File: src/rtl/cevt_pkg.sv
package cevt_pkg;
   // Width of an index that addresses n lines, never below one bit.
   function automatic int idx_width(input int n);
      return (n > 1) ? $clog2(n) : 1;
   endfunction
endpackage

File: src/rtl/cevt_sync_edge.sv
module cevt_sync_edge #(
   parameter int LINES       = 7,
   parameter int SYNC_STAGES = 1
) (
   input  logic             clk,
   input  logic             rst_n,
   input  logic [LINES-1:0] lvl_i,
   output logic [LINES-1:0] rise_o
);
   localparam int LAST = SYNC_STAGES - 1;

   if (SYNC_STAGES < 1) begin : g_bad_stages
      $error("cevt_sync_edge: SYNC_STAGES must be at least 1");
   end

   logic [LINES-1:0] stg_q [SYNC_STAGES];
   logic [LINES-1:0] prev_q;

   always_ff @(posedge clk or negedge rst_n) begin
      if (!rst_n) stg_q[0] <= '0;
      else        stg_q[0] <= lvl_i;
   end

   for (genvar s = 1; s < SYNC_STAGES; s++) begin : g_stage
      always_ff @(posedge clk or negedge rst_n) begin
         if (!rst_n) stg_q[s] <= '0;
         else        stg_q[s] <= stg_q[s-1];
      end
   end

   always_ff @(posedge clk or negedge rst_n) begin
      if (!rst_n) prev_q <= '0;
      else        prev_q <= stg_q[LAST];
   end

   assign rise_o = stg_q[LAST] & ~prev_q;


   property rise_needs_low_before;
      @(posedge clk) disable iff (!rst_n) 1'b1 |=> ((rise_o & $past(stg_q[LAST])) == '0);
   endproperty
   rise_prev_low_chk: assert property (rise_needs_low_before);
endmodule

File: src/rtl/cevt_prio_pick.sv
module cevt_prio_pick #(
   parameter int LINES = 7,
   parameter int IDX_W = cevt_pkg::idx_width(LINES)
) (
   input  logic [LINES-1:0] req_i,
   output logic [LINES-1:0] onehot_o,
   output logic [IDX_W-1:0] idx_o,
   output logic             valid_o
);
   if (IDX_W < cevt_pkg::idx_width(LINES)) begin : g_bad_width
      $error("cevt_prio_pick: IDX_W too narrow for LINES");
   end

   // Isolate the lowest set request bit.
   assign onehot_o = req_i & (~req_i + LINES'(1));
   assign valid_o  = |req_i;

   always_comb begin
      idx_o = '0;
      for (int i = LINES - 1; i >= 0; i--) begin
         if (req_i[i]) idx_o = IDX_W'(i);
      end
   end


   pick_onehot_chk: assert final ($onehot0(onehot_o));
endmodule

File: src/rtl/cevt_pend_unit.sv
module cevt_pend_unit #(
   parameter int NUM_LINES   = 7,
   parameter int SYNC_STAGES = 1,
   parameter int IDX_W       = cevt_pkg::idx_width(NUM_LINES)
) (
   input  logic                 clk,
   input  logic                 rst_n,
   input  logic [NUM_LINES-1:0] evt_in,
   input  logic                 accept_i,
   input  logic                 ret_i,
   output logic [NUM_LINES-1:0] latch_o,
   output logic [NUM_LINES-1:0] pend_o,
   output logic [IDX_W-1:0]     sel_idx_o,
   output logic                 sel_valid_o
);
   if (NUM_LINES < 1) begin : g_bad_lines
      $error("cevt_pend_unit: NUM_LINES must be at least 1");
   end

   logic [NUM_LINES-1:0] rise_w;
   logic [NUM_LINES-1:0] latch_q, pend_q;
   logic [NUM_LINES-1:0] cand_w, acc_oh, ret_oh;
   logic [NUM_LINES-1:0] acc_mask, ret_mask;
   logic [IDX_W-1:0]     ret_idx;
   logic                 ret_valid;

   cevt_sync_edge #(.LINES(NUM_LINES), .SYNC_STAGES(SYNC_STAGES)) u_edge (
      .clk    (clk),
      .rst_n  (rst_n),
      .lvl_i  (evt_in),
      .rise_o (rise_w)
   );

   assign cand_w = latch_q & ~pend_q;

   cevt_prio_pick #(.LINES(NUM_LINES), .IDX_W(IDX_W)) u_acc_pick (
      .req_i    (cand_w),
      .onehot_o (acc_oh),
      .idx_o    (sel_idx_o),
      .valid_o  (sel_valid_o)
   );

   cevt_prio_pick #(.LINES(NUM_LINES), .IDX_W(IDX_W)) u_ret_pick (
      .req_i    (pend_q),
      .onehot_o (ret_oh),
      .idx_o    (ret_idx),
      .valid_o  (ret_valid)
   );

   assign acc_mask = (accept_i && sel_valid_o) ? acc_oh : '0;
   assign ret_mask = (ret_i && ret_valid)      ? ret_oh : '0;

   always_ff @(posedge clk or negedge rst_n) begin
      if (!rst_n) begin
         latch_q <= '0;
         pend_q  <= '0;
      end else begin
         // A fresh edge wins over the accept clear so it stays queued.
         latch_q <= (latch_q & ~acc_mask) | rise_w;
         pend_q  <= (pend_q & ~ret_mask) | acc_mask;
      end
   end

   assign latch_o = latch_q;
   assign pend_o  = pend_q;


   property latch_rise_from_edge;
      @(posedge clk) disable iff (!rst_n)
         1'b1 |=> ((latch_q & ~$past(latch_q) & ~$past(rise_w)) == '0);
   endproperty
   latch_src_chk: assert property (latch_rise_from_edge);


   property accept_sets_pend;
      @(posedge clk) disable iff (!rst_n)
         (accept_i && sel_valid_o) |=> pend_q[$past(sel_idx_o)];
   endproperty
   accept_pend_chk: assert property (accept_sets_pend);


   property pend_rise_needs_accept;
      @(posedge clk) disable iff (!rst_n)
         !(accept_i && sel_valid_o) |=> ((pend_q & ~$past(pend_q)) == '0);
   endproperty
   pend_src_chk: assert property (pend_rise_needs_accept);


   property single_accept;
      @(posedge clk) disable iff (!rst_n) 1'b1 |=> $onehot0(pend_q & ~$past(pend_q));
   endproperty
   single_acc_chk: assert property (single_accept);


   property return_clears_one;
      @(posedge clk) disable iff (!rst_n)
         (ret_i && ret_valid && !accept_i) |=>
            (!pend_q[$past(ret_idx)] &&
             ($countones(pend_q) == $countones($past(pend_q)) - 1));
   endproperty
   ret_one_chk: assert property (return_clears_one);
endmodule

File: config.mk
export PLATFORM = sky130hd
export DESIGN_NAME = cevt_pend_unit
export DESIGN_NICKNAME = d
export VERILOG_FILES = /design/src/rtl/cevt_pkg.sv /design/src/rtl/cevt_sync_edge.sv /design/src/rtl/cevt_prio_pick.sv /design/src/rtl/cevt_pend_unit.sv
export SDC_FILE = /design/constraint.sdc
export NUM_CORES = 1
export LEC_CHECK = 0
export CAP_MARGIN = 25
export CORE_ASPECT_RATIO = 1.4
export CORE_MARGIN = 3
export CORE_UTILIZATION = 45
export CTS_CLUSTER_SIZE = 20
export DETAILED_ROUTE_END_ITERATION = 16
export PLACE_DENSITY = 0.72
export SYNTH_ARGS = -nofsm -noshare
export SYNTH_HDL_FRONTEND = slang
export SYNTH_SLANG_ARGS = --single-unit
File: constraint.sdc
create_clock -name clk -period 4.1 [get_ports clk]
set_clock_uncertainty 0.2 [all_clocks]
set_input_delay 0.41 -clock clk [delete_from_list [all_inputs] [get_ports clk]]
set_output_delay 0.41 -clock clk [all_outputs]
set_load 0.01 [all_outputs]
Yosys cells after proc, flatten, opt, wreduce, memory -nomap -nowiden

Index checks and enable logic that the tools add are counted.

Bits in registers: 28
Bits of input ports: 11
Output and inout port bits: 18
Word-level logic and storage cells: 32

$add $sub $neg: 2
Multiplexer cells: 9
Bitwise operators: 13
Reductions and logical operators: 4

Operators with widths:

| kind                                         | count |
|---|---|
| AND 7 bit                                    | 6 |
| inverter 7 bit                               | 5 |
| two-way mux 3 bit                            | 7 |
| adder 7 x 1 -> 7 bit (second input constant) | 2 |
| two-way mux 7 bit                            | 2 |
| bitwise OR 7 bit                             | 2 |
| OR reduction 7 bit                           | 2 |
| logical AND 1 bit                            | 2 |

Depth between registers and ports, before layout

Word-level depth: 9
Gate-level depth with buffers: 4
Depth with buffers taken out: 4

By module

A second synthesis with hierarchy kept.

Cells, all modules: 111
Area total of the unflattened synthesis: 1,286.2 µm²

Modules (own cells, without submodules):

| module         | instances | cells each | area an instance (µm²) | sequential area each (µm²) |
|---|---|---|---|---|
| cevt_pend_unit | 1         | 52         | 609.3                  | 350.3 |
| cevt_sync_edge | 1         | 21         | 446.7                  | 350.3 |
| cevt_prio_pick | 2         | 19         | 115.1                  | 0.0 |

Worst setup path before layout

OpenSTA, ideal clock, no wires.

Path kind: reg-to-output
Start: reg pend_q[1], in the netlist pend_o[1]
End: out sel_idx_o[2]
Data arrival time: 1.157 ns
Required time: 3.490 ns
Path slack: 2.333 ns
Cell stages (with the launch flop): 4
Buffers on the path: 0
Path through: dfrtp_1 > nand2b_1 > and4_1 > a21boi_0

Cells in the longest elaborated chain, start to end: 4

RTL lines:

| element                         | line                 | source |
|---|---|---|
| start, declared                 | cevt_pend_unit.sv:21 | `logic [NUM_LINES-1:0] latch_q, pend_q;` |
| start signal, assigned          | cevt_pend_unit.sv:60 | `pend_q <= (pend_q & ~ret_mask) \| acc_mask;` |
| inverter 7 bit                  | cevt_pend_unit.sv:34 | `assign cand_w = latch_q & ~pend_q;` |
| AND 7 bit                       | cevt_pend_unit.sv:34 |  |
| two-way mux 3 bit (2 in series) | cevt_prio_pick.sv:21 | `if (req_i[i]) idx_o = IDX_W'(i);` |
| end, declared                   | cevt_pend_unit.sv:13 | `output logic [IDX_W-1:0] sel_idx_o,` |

No other way between the ends.

Worst setup path after layout

Start: reg latch_q[4], in the netlist latch_o[4]
End: out sel_idx_o[1]

Cells in the longest elaborated chain, start to end: 6

RTL lines:

| element                         | line                 | source |
|---|---|---|
| start, declared                 | cevt_pend_unit.sv:21 |  |
| start signal, assigned          | cevt_pend_unit.sv:59 | `latch_q <= (latch_q & ~acc_mask) \| rise_w;` |
| AND 7 bit                       | cevt_pend_unit.sv:34 |  |
| two-way mux 3 bit (5 in series) | cevt_prio_pick.sv:21 |  |

No other way between the ends.

==> run metrics <==
Clock Tree Root=clkbuf_4; Via Count=776; Final Hold Fails=0; critical path's top delay family=buffers and inverters; combinational share of power=0.391; CTS buffer count=3; H-tree depth=1; worst slew pin tran=0.333 ns; n_diodes=0; Sw Ratio=0.332; CP most frequent cell=a21oi_1; number of detailed-route iterations in the first pass=4; clock-pin slew on the worst setup and hold paths=0.13 ns; antenna violations before repair=0; relative slew slack=0.778; Hold Path Class=register to register; Max Fclk=0.385 GHz; hold_buf cts=0; DR iter-0 viols=18; Tmin final=2.60 ns; gr ovfl total=0; Int Pwr=0.554 mW; count of different cell masters after synthesis=22; Detailed Place HPWL=1450 um; Max FO, Critical Path=4; PortBufs=28; fraction of layout cells with a size suffix above 1=0.0560; Synth area leader=dfrtp_1; synth top area cells=dfrtp_1, o21ai_0, inv_1; type of origin of the critical path=register; max-slew violations=0; clock share of power=0.155; Mean Syn Cell Area=11.6 um2; Critical Path RT=3.49 ns; Die Wd=47.2 um; Final Wtd Congestion=0.784; CORE AREA=2230 um2; Synth Register Bits=28; Buf+Inv Stages, Crit Path=1; worst reg2reg endpoint=pend_o[5]; status=completed; Critical Path Source=latch_o[4]; vias per cell=5.28; post-cts resize count=0; fillers=191; Final period util=0.634; sequential fraction of the synthesis area=0.655; die extent in y=63.7 um; CP max stage delay=0.56 ns; Ys Warns=0; final net count=137; Worst VDD drop=0.355 mV; sequential cell fraction of total power=0.454; sum of negative setup slack=0 ns; DRT antenna net count=0; Post-Route WL=1860 um; first-pass GRT wire length=3200 um; Critical Path End Type=output port; worst hold stages=0; Top Ports=29; WHS Endpoint=u_edge.prev_q[0]; FP Rows=20; total power=0.830 mW; slowest CP cell=clkdlybuf4s50_1; Cells after Synth=92; Hold Startpoint=u_edge.stg_q[0]; largest net degree at the start of global routing=29; Worst R2R Setup Slack=2.46 ns; Synth Net Count=103; WP data arrival=1.99 ns; Clk Latency, worst-skew pair=0.32 ns; post-CTS setup buffers=0; r2r startpoint=pend_o[1]; Final setup viols=0; vias in the first global route=765; WL/cell=12.6 um; effective utilization at floorplan=0.480; clk sink count=28; clock buffer depth=2; share of the synthesized area in the top cell type=0.655; highest-count cells in the layout ignoring fill and taps=clkdlybuf4s50_1, dfrtp_1, o21ai_0; CTS tree=done; Register-to-Register Path Depth=2; area grow syn2layout=32.9%; Post-Syn Area=1070 um2; CP cell instances=nor2b_1, a21oi_1, a21oi_1, nor3_1, clkdlybuf4s50_1; Switch Pwr=0.275 mW; die area=3010 um2; DR DRC count=0; critical path class=register to output port; Cell Pwr Density=584 nW/um2; RSZ-0062 raised after global routing=no; GRT Total Usage=0.142; P_leak=0.633 nW; maxcap violations=0
==> worst max-delay path by stage <==
stage / end / slack, ns / cells after the start
after floorplan: sel_idx_o[2] / 2.33 / 3
after global placement: sel_idx_o[1] / 1.86 / 5
after detailed placement: sel_idx_o[1] / 1.86 / 5
after CTS: sel_idx_o[1] / 1.49 / 5
after global routing: sel_idx_o[1] / 1.33 / 5
final: sel_idx_o[1] / 1.50 / 5
==> state kept, by name, summed over array words and instances, names as in the netlist <==
| signal | count |
|---|---|
| u_edge.stg_q | 7 |
| latch_o | 7 |
| u_edge.prev_q | 7 |
| pend_o | 7 |
==> cell type report <==
type	instances	area, um2	share of cell area
sequential	28	701	0.493
multi-input combinational	54	332	0.233
timing repair buffer	29	288	0.202
inverter	10	37.5	0.0264
clock buffer	4	36.3	0.0255
tap	22	27.5	0.0194
==> power by group through the flow <==
stage	clock network (mW)	logic [mW]	registers [mW]
6_report	0.129	0.324	0.377
4_1_cts	0.135	0.329	0.378
5_1_grt	0.144	0.355	0.389
3_3_place_gp	0	0.325	0.379
2_1_floorplan	0	0.144	0.394
3_5_place_dp	0	0.326	0.384
==> per-layer routing <==
| metal | share of wire | routed length (um) | global-route usage | vias up |
|---|---|---|---|---|
| li1 | - | - | - | 389 |
| met1 | 0.44 | 821 | 0.190 | 366 |
| met2 | 0.50 | 931 | 0.231 | 19 |
| met3 | 0.045 | 84 | 0.0171 | 2 |
| met4 | 0.010 | 19 | 0.0415 | 0 |
| met5 | 0 | 0 | 0 | - |
==> cells by family after synthesis <==
| group | Yosys count | synth area share |
|---|---|---|
| simple gates | 28 | 0.160 |
| flops | 28 | 0.655 |
| compound gates | 26 | 0.150 |
| buf+inv | 10 | 0.0351 |
==> Yosys cell counts <==
cell type   n
a21boi_0    1
a21oi_1     4
a22o_1      2
and2b_1     2
and4_1      1
dfrtp_1    28
inv_1      10
nand2_1     4
nand2b_1    5
nand2b_4    1
nand3_1     2
nand3b_1    1
nand4_1     2
nor2_1      3
nor2b_1     3
nor3_1      2
nor4_1      1
o21ai_0    11
o22ai_1     2
o311a_1     1
o31ai_1     5
or4_4       1
==> metrics by stage <==
step / hold slack, ns / instances / instance area (um2) / setup WS, ns / utilization
2_1_floorplan: -0.0856 / 92 / 1070 / 2.33 / -
3_3_place_gp: 0.158 / 143 / 1390 / 1.86 / 0.622
3_5_place_dp: 0.164 / 143 / 1390 / 1.86 / 0.622
4_1_cts: 0.195 / 147 / 1420 / 1.49 / 0.638
5_1_grt: 0.203 / 147 / 1420 / 1.33 / 0.638
6_report: 0.191 / 147 / 1420 / 1.50 / 0.638
Power figures use the tool's default switching activity.
